**config.mk**
```make
export PLATFORM = sky130hd
export DESIGN_NAME = lvl_pwm_ctrl
export DESIGN_NICKNAME = d
export VERILOG_FILES = /design/src/rtl/lvl_pkg.sv /design/src/rtl/lvl_tick.sv /design/src/rtl/lvl_btn_seq.sv /design/src/rtl/lvl_pwm.sv /design/src/rtl/lvl_pwm_ctrl.sv
export SDC_FILE = /design/constraint.sdc
export NUM_CORES = 1
export LEC_CHECK = 0
export BUFFER_PORTS_ARGS = -buffer_cell sky130_fd_sc_hd__buf_2
export CORE_UTILIZATION = 28
export CTS_BUF_LIST = sky130_fd_sc_hd__clkbuf_4 sky130_fd_sc_hd__clkbuf_8
export CTS_CLUSTER_SIZE = 28
export DETAILED_ROUTE_END_ITERATION = 16
export GPL_TIMING_DRIVEN = 0
export PLACE_DENSITY = 0.53
export REMOVE_ABC_BUFFERS = 1
export SLEW_MARGIN = 15
export SYNTH_ARGS = -nofsm -noshare
export SYNTH_HDL_FRONTEND = slang
export SYNTH_HIERARCHICAL = 1
export SYNTH_SLANG_ARGS = --single-unit
```
**constraint.sdc**
```tcl
create_clock -name clk -period 9.1 [get_ports clk]
set_input_delay 0.91 -clock clk [delete_from_list [all_inputs] [get_ports clk]]
set_output_delay 0.91 -clock clk [all_outputs]
set_load 0.005 [all_outputs]
```
**src/rtl/lvl_pkg.sv**
```systemverilog
package lvl_pkg;
  localparam int LVL_W = 6;
  localparam logic [LVL_W-1:0] LVL_MAX = {LVL_W{1'b1}};

  typedef enum logic [1:0] {REQ_IDLE, REQ_UP, REQ_DN} req_e;
  typedef enum logic [1:0] {PH_IDLE, PH_DEB, PH_HOLD, PH_RPT} ph_e;

  // Turn the two button lines into one request; conflicting or absent presses mean idle.
  function automatic req_e decode_req(input logic up, input logic dn);
    if (up && !dn) return REQ_UP;
    if (dn && !up) return REQ_DN;
    return REQ_IDLE;
  endfunction

  // Counting-mode step: wraps past the top.
  function automatic logic [LVL_W-1:0] wrap_inc(input logic [LVL_W-1:0] v);
    return v + LVL_W'(1);
  endfunction

  // Button-mode step: clamps at both ends.
  function automatic logic [LVL_W-1:0] sat_step(input logic [LVL_W-1:0] v, input req_e d);
    if (d == REQ_UP && v != LVL_MAX) return v + LVL_W'(1);
    if (d == REQ_DN && v != '0) return v - LVL_W'(1);
    return v;
  endfunction

  // PWM compare: the output is high while the period count is below the duty.
  function automatic logic duty_on(input logic [LVL_W-1:0] cnt, input logic [LVL_W-1:0] duty);
    return cnt < duty;
  endfunction
endpackage

```
**src/rtl/lvl_tick.sv**
```systemverilog
module lvl_tick #(
  parameter int DIV = 2500
) (
  input  logic clk,
  input  logic rst_n,
  output logic tick_o
);
  localparam int TW = (DIV > 1) ? $clog2(DIV) : 1;
  localparam logic [TW-1:0] LAST = TW'(DIV - 1);

  logic [TW-1:0] cnt_q;

  assign tick_o = (cnt_q == LAST);

  always_ff @(posedge clk) begin
    if (!rst_n || tick_o) cnt_q <= '0;
    else                  cnt_q <= cnt_q + TW'(1);
  end
endmodule

```
**src/rtl/lvl_btn_seq.sv**
```systemverilog
module lvl_btn_seq
  import lvl_pkg::*;
#(
  parameter int DEB_TICKS  = 256,
  parameter int HOLD_TICKS = 8192,
  parameter int RPT_TICKS  = 1024
) (
  input  logic clk,
  input  logic rst_n,
  input  logic en,
  input  logic tick,
  input  req_e req,
  output logic step_o,
  output req_e dir_o
);
  localparam int M1 = (DEB_TICKS > HOLD_TICKS) ? DEB_TICKS : HOLD_TICKS;
  localparam int ML = (M1 > RPT_TICKS) ? M1 : RPT_TICKS;
  localparam int CW = $clog2(ML + 1);

  ph_e          phase_q;
  req_e         cand_q;
  logic [CW-1:0] cnt_q;
  logic [CW-1:0] lim_m1;
  logic          hit;

  always_comb begin
    case (phase_q)
      PH_DEB:  lim_m1 = CW'(DEB_TICKS - 1);
      PH_HOLD: lim_m1 = CW'(HOLD_TICKS - 1);
      default: lim_m1 = CW'(RPT_TICKS - 1);
    endcase
  end

  assign hit    = tick && (phase_q != PH_IDLE) && (req == cand_q) && (cnt_q == lim_m1);
  assign step_o = en && hit;
  assign dir_o  = cand_q;

  always_ff @(posedge clk) begin
    if (!rst_n || !en) begin
      phase_q <= PH_IDLE;
      cand_q  <= REQ_IDLE;
      cnt_q   <= '0;
    end else if (req != cand_q) begin
      cand_q  <= req;
      cnt_q   <= '0;
      phase_q <= (req == REQ_IDLE) ? PH_IDLE : PH_DEB;
    end else if (tick && phase_q != PH_IDLE) begin
      if (hit) begin
        cnt_q   <= '0;
        phase_q <= (phase_q == PH_DEB) ? PH_HOLD : PH_RPT;
      end else begin
        cnt_q <= cnt_q + CW'(1);
      end
    end
  end
endmodule

```
**src/rtl/lvl_pwm.sv**
```systemverilog
module lvl_pwm
  import lvl_pkg::*;
#(
  parameter int PRE = 8
) (
  input  logic             clk,
  input  logic             rst_n,
  input  logic             clr,
  input  logic [LVL_W-1:0] level,
  output logic             pwm_o,
  output logic             period_load_o,
  output logic [LVL_W-1:0] cnt_o,
  output logic [LVL_W-1:0] duty_o
);
  localparam int PW = (PRE > 1) ? $clog2(PRE) : 1;
  localparam logic [PW-1:0] PLAST = PW'(PRE - 1);

  logic [PW-1:0]    pre_q;
  logic             strobe;
  logic [LVL_W-1:0] cnt_q;
  logic [LVL_W-1:0] duty_q;

  assign strobe        = (pre_q == PLAST);
  assign period_load_o = strobe && (cnt_q == LVL_MAX);
  assign pwm_o         = !clr && duty_on(cnt_q, duty_q);
  assign cnt_o         = cnt_q;
  assign duty_o        = duty_q;

  always_ff @(posedge clk) begin
    if (!rst_n || clr) begin
      pre_q  <= '0;
      cnt_q  <= '0;
      duty_q <= '0;
    end else begin
      pre_q <= strobe ? '0 : pre_q + PW'(1);
      if (strobe) cnt_q <= cnt_q + LVL_W'(1);
      if (period_load_o) duty_q <= level;
    end
  end
endmodule

```
**src/rtl/lvl_pwm_ctrl.sv**
```systemverilog
module lvl_pwm_ctrl
  import lvl_pkg::*;
#(
  parameter int TICK_DIV   = 2500,
  parameter int DEB_TICKS  = 256,
  parameter int HOLD_TICKS = 8192,
  parameter int RPT_TICKS  = 1024,
  parameter int PWM_PRE    = 8
) (
  input  logic             clk,
  input  logic             rst_n,
  input  logic             mode_push,
  input  logic             pulse_in,
  input  logic             btn_up,
  input  logic             btn_dn,
  input  logic             shdn,
  output logic [LVL_W-1:0] level_o,
  output logic             pwm_out
);
  logic             tick;
  logic             pulse_q;
  logic             pulse_rise;
  logic             step_evt;
  req_e             step_dir;
  req_e             req;
  logic             period_load;
  logic [LVL_W-1:0] pwm_cnt;
  logic [LVL_W-1:0] duty_cur;
  logic [LVL_W-1:0] lvl_q;

  assign req        = decode_req(btn_up, btn_dn);
  assign pulse_rise = !mode_push && pulse_in && !pulse_q;
  assign level_o    = lvl_q;

  lvl_tick #(.DIV(TICK_DIV)) tick_i (
    .clk(clk), .rst_n(rst_n), .tick_o(tick)
  );

  lvl_btn_seq #(
    .DEB_TICKS(DEB_TICKS), .HOLD_TICKS(HOLD_TICKS), .RPT_TICKS(RPT_TICKS)
  ) seq_i (
    .clk(clk), .rst_n(rst_n), .en(mode_push && !shdn), .tick(tick),
    .req(req), .step_o(step_evt), .dir_o(step_dir)
  );

  lvl_pwm #(.PRE(PWM_PRE)) pwm_i (
    .clk(clk), .rst_n(rst_n), .clr(shdn), .level(lvl_q),
    .pwm_o(pwm_out), .period_load_o(period_load), .cnt_o(pwm_cnt), .duty_o(duty_cur)
  );

  always_ff @(posedge clk) begin
    if (!rst_n) pulse_q <= 1'b0;
    else        pulse_q <= pulse_in;
  end

  always_ff @(posedge clk) begin
    if (!rst_n || shdn)          lvl_q <= '0;
    else if (mode_push) begin
      if (step_evt)              lvl_q <= sat_step(lvl_q, step_dir);
    end else if (pulse_rise)     lvl_q <= wrap_inc(lvl_q);
  end
endmodule

```
======== After elaboration in Yosys (flattened, before gate mapping) ========
Cells that the tools add are included.
operators by class
  order comparisons ....................... 1
  multiplexer cells ....................... 30
  add/subtract/negate cells ............... 6
  reduce and logical (&&, ||, !) cells .... 33
  equality and inequality tests ........... 13
operators by type and width
  cell                     count
  $mux W6                  7
  $pmux W13 S2             1
  $add A14 B1 Y14 const B  1
  $eq A14 B13 Y1           1
  $mux W1                  14
  $mux W14                 1
  $mux W2                  7
  $logic_and A1 B1 Y1      13
  $add A12 B1 Y12 const B  1
  $add A6 B1 Y6 const B    2
  $eq A12 B12 Y1 const B   1
  $reduce_bool A2 Y1       4
  $logic_not A1 Y1         7
  $eq A6 B6 Y1 const B     1
  $lt A6 B6 Y1             1
  $ne A6 B6 Y1 const B     1
  $reduce_bool A6 Y1       1
  $sub A6 B1 Y6 const B    1
  $eq A2 B1 Y1 const B     2
  $eq A2 B2 Y1 const B     2
  $reduce_or A2 Y1         2
  $add A3 B1 Y3 const B    1
  $eq A3 B3 Y1 const B     1
  $logic_or A1 B1 Y1       3
  7 further kinds          7
word-level totals
  flip-flop bits (word level) ............. 52
  output and inout port bits .............. 7
  word-level logic and storage cells ...... 92

======== Longest topological paths before layout ========
  word-level depth ........................ 21
  mapped depth ............................ 11
  mapped depth without buffers ............ 11

======== Hierarchy ========
Netlist, hierarchy kept.
modules (own cells, without submodules)
  module        area each (um2)  instances  cells each
  lvl_btn_seq   843.3            1          93
  lvl_pwm       737.0            1          79
  lvl_tick      559.3            1          61
  lvl_pwm_ctrl  525.5            1          64

======== Least setup slack after synthesis ========
OpenSTA, ideal clock, no wires.
  kind .................................... flip-flop to flip-flop
  start ................................... reg tick_i.cnt_q[0]
  end ..................................... reg lvl_q[2] (netlist: level_o[2])
  data required time ...................... 8984 ps
  stages on the path, launching flop included .. 12
  data arrival time ....................... 2752 ps
  clock period less this slack ............ 2868 ps
  path buffers ............................ 0
  slack ................................... 6232 ps
  cells stage by stage .................... dfxtp_1 -> ha_1 -> nor4b_1 -> and3_1 -> o2111ai_1 -> or3_1 -> a2111oi_4 -> and3_1 -> a21oi_1 -> a21oi_4 -> a21oi_1 -> a31o_1
on the way
  longest elaborated chain between the ends .. 7
RTL lines
  element                            RTL line            text
  start, declared                    lvl_tick.sv:11      logic [TW-1:0] cnt_q;
  start signal, assigned             lvl_tick.sv:17      else cnt_q <= cnt_q + TW'(1);
  $eq A12 B12 Y1                     lvl_tick.sv:13      assign tick_o = (cnt_q == LAST);
  via tick                           lvl_pwm_ctrl.sv:20  logic tick;
  $logic_and A1 B1 Y1 (3 in series)  lvl_btn_seq.sv:34   assign hit = tick && (phase_q != PH_IDLE) && (req == cand_q) && (cnt_q == lim_m1);
  $logic_and A1 B1 Y1                lvl_btn_seq.sv:35   assign step_o = en && hit;
  via step_evt                       lvl_pwm_ctrl.sv:23  logic step_evt;
  $ne A2 B1 Y1 (no line)             n/a
  $reduce_and A3 Y1 (no line)        n/a
  end signal, assigned               lvl_pwm_ctrl.sv:59  if (step_evt) lvl_q <= sat_step(lvl_q, step_dir);
  end signal, assigned               lvl_pwm_ctrl.sv:60  end else if (pulse_rise) lvl_q <= wrap_inc(lvl_q);
  end, declared                      lvl_pwm_ctrl.sv:29  logic [LVL_W-1:0] lvl_q;
The timed path passes the listed nets, and every way through them passes these cells.
A chain may end at the register's enable or synchronous reset.

======== Worst setup path after layout ========
  start ................................... reg tick_i.cnt_q[0]
  end ..................................... reg lvl_q[4] (netlist: level_o[4])
Same word-level chain as after synthesis.

==> results.json <==
{
  "combPwrFrac_pct": 4.1,
  "design.portCount": 14,
  "cp_max_fo": 9,
  "powerDensity_mw_per_mm2": 139,
  "rsz0062_at_grt": "no",
  "clockBufferDepth": 2,
  "cts_root_buffer": "clkbuf_8",
  "fin_crit_ns": 3.33,
  "hp-start": "pwm_i/pre_q[0]",
  "p_int_mw": 0.318,
  "die_h_um": 99.6,
  "outcome": "complete, no violations",
  "max_freq_mhz": 300,
  "cp_slowest_cell": "dfxtp_1",
  "tightest_slew_ns": 0.586,
  "avgSynthCellArea_um2": 8.97,
  "postSynthCellCount": 297,
  "antenna_found_initial": 0,
  "startpoint_type": "flop",
  "ff2ff_setup_slack_ns": 5.77,
  "cts_tree": "built",
  "drt-initial-drc-count": 66,
  "p_switching_mw": 0.0932,
  "place_congestion": 0.765,
  "worst_slack_ns": 5.77,
  "slew_violations": 0,
  "cp-end-kind": "flop",
  "cts_buffers": 5,
  "ant_nets": 0,
  "setup_tns_ns": 0,
  "clk_latency_ns": 0.31,
  "htreeDepth": 2,
  "drc": 0,
  "wl_mm": 5.09,
  "first_pass_iters": 4,
  "whs_ns": 0.435,
  "rows": 35,
  "yosysMostFrequentCell": "dfxtp_1",
  "area_growth_pct": 11.1,
  "dp_hpwl_mm": 3.56,
  "yosysTopAreaCell": "dfxtp_1",
  "yosysSeqAreaShare_pct": 39.1,
  "clockPowerShare_pct": 39.3,
  "cts_sinks": 52,
  "yosys_warnings": 6,
  "die_w_um": 99.6,
  "reg2reg_depth": 11,
  "grt_pass1_vias": 1975,
  "synth-edff-count": 0,
  "grt_max_degree": 17,
  "initial_utilization_pct": 28.8,
  "post_cts_resize_count": 0,
  "setup_viol": 0,
  "grt_pass1_wl_mm": 8.95,
  "core_area_mm2": 0.00924,
  "hold_buffers": 0,
  "final_layout_size_suffix_gt1_share_pct": 10.9,
  "synth_area_leaders": "dfxtp_1 39%, ha_1 6.6%, nor2_1 5.2%",
  "cp.buffers_inverters": 0,
  "path_cells": "ha_1 > nor4b_1 > and3_1 > o2111ai_1 > or3_1 > a2111oi_4 > and3_1 > a21oi_1 > a21oi_4 > a21oi_1 > a31o_1",
  "leakagePower_nw": 1.05,
  "post-route-util_pct": 32.1,
  "vias": 2067,
  "portBuffers": 13,
  "vias_per_cell": 4.70,
  "ir_worst_vdd_mv": 0.0673,
  "r2r_end": "level_o[4]",
  "power_frac_seq_pct": 56.6,
  "path_class": "flop to flop",
  "synth_top_area_share_pct": 39.1,
  "async_flop_share_pct": 0,
  "r2r_start": "tick_i/cnt_q[0]",
  "ys_ff_latch": 52,
  "post_dp_cell_area_mm2": 0.00285,
  "hold_viol": 0,
  "nets": 331,
  "synth.distinct_cells": 51,
  "synth.cell_area_mm2": 0.00267,
  "skew_ns": 0.0105,
  "grt-ovfl-total": 0,
  "slew_headroom_pct": 60.9,
  "max_stage_delay_ns": 0.46,
  "hold_depth": 1,
  "cp.required_ns": 9.31,
  "final_area_mm2": 0.00296,
  "cp_top_family": "compound AO/OA/AOI/OAI gates",
  "synth_common_cells": "52 x dfxtp_1, 37 x nor2_1, 19 x nand2_1",
  "maxCapViolCount": 0,
  "clk_pin_slew_ns": 0.10,
  "hp-class": "flop to flop",
  "place_ws_ns": 5.79,
  "cp.arrival_ns": 3.54,
  "hold_end": "pwm_i/pre_q[0]",
  "wire_per_inst_um": 11.6,
  "finalCritPeriodShare_pct": 36.6,
  "synth-main-ff-cell": "dfxtp_1",
  "die_area_mm2": 0.00991,
  "post_cts_buffers": 0,
  "num_antenna_cells": 0,
  "switching_share_pct": 22.7,
  "grt_use_total_pct": 11.0
}
## worst register-to-register path, delay by kind of cell (launching register included)
kind,cells,cell delay (ns)
compound gates,6,1.29
flops,1,0.46
fa+ha+maj,1,0.23
simple gates,4,1.28
## power groups by stage
stage / clock network, mW / logic, mW / registers, mW
after global routing: 0.176 / 0.0194 / 0.233
after global placement: 0 / 0.0168 / 0.238
final: 0.162 / 0.0168 / 0.233
after CTS: 0.170 / 0.0170 / 0.233
after detailed placement: 0 / 0.0169 / 0.238
after floorplan: 0 / 0.0117 / 0.237
## worst max path at each step
stage | from | end | cells past startpoint
floorplan | tick_i/cnt_q[0] | level_o[2] | 11
global placement | tick_i/cnt_q[0] | level_o[4] | 11
detailed placement | tick_i/cnt_q[0] | level_o[3] | 11
CTS | tick_i/cnt_q[0] | level_o[4] | 11
global route | tick_i/cnt_q[0] | level_o[4] | 11
finish | tick_i/cnt_q[0] | level_o[4] | 11
## kinds of logic after synthesis
kind of cell,after synthesis,share of synthesized area (%)
and+or+nand+nor,131,26.9
DFF,52,39.1
AOI/OAI and AO/OA,46,12.6
xor gates and xnor gates,24,7.89
buffers and inverters,21,3.52
adders and majority gates,14,6.57
muxes,9,3.47
## layer usage
metal | vias to the layer above | share of wire (%) | track usage, %
met5 | - | 0 | 0
met4 | 0 | 1.3 | 3.73
met3 | 6 | 2.2 | 1.76
met2 | 23 | 44 | 18.5
met1 | 960 | 52 | 14.3
li1 | 1078 | - | -
## final cells by class
type,instances,area (um2)
Inverter,14,52.6
Clock buffer,5,68.8
Multi-Input combinational cell,224,1530
Fill cell,960,6280
Sequential cell,52,1040
Tap cell,129,161
Timing Repair Buffer,13,65.1
Clock inverter,3,42.5
## state kept, by name (all words and copies together) (netlist names)
register	cells
seq_i/cnt_q	14
tick_i/cnt_q	12
level_o	6
pwm_i/cnt_o	6
pwm_i/duty_o	6
pwm_i/pre_q	3
seq_i/dir_o	2
seq_i/phase_q	2
pulse_q	1
## through the flow
step                      instances  power, mW
after floorplan                 290      0.249
after global placement          432      0.255
after detailed placement        432      0.255
after CTS                       440      0.419
after global routing            440      0.429
final                           440      0.411
## cells in the final DEF (no fill, tap or decap), types with 7 or more instances in the layout
| cell type | count |
|---|---|
| buf_2 | 13 |
| dfxtp_1 | 52 |
| inv_1 | 14 |
| nor2b_1 | 7 |
| xor2_1 | 15 |
| and3_1 | 7 |
| o21ai_0 | 7 |
| mux2i_1 | 7 |
| nand3_1 | 12 |
| a21oi_1 | 15 |
| o31ai_1 | 9 |
| nand4_1 | 14 |
| ha_1 | 14 |
| nand2_1 | 19 |
| xnor2_1 | 9 |
| nor2_1 | 37 |
No activity file was read; power rests on OpenSTA's default activity.
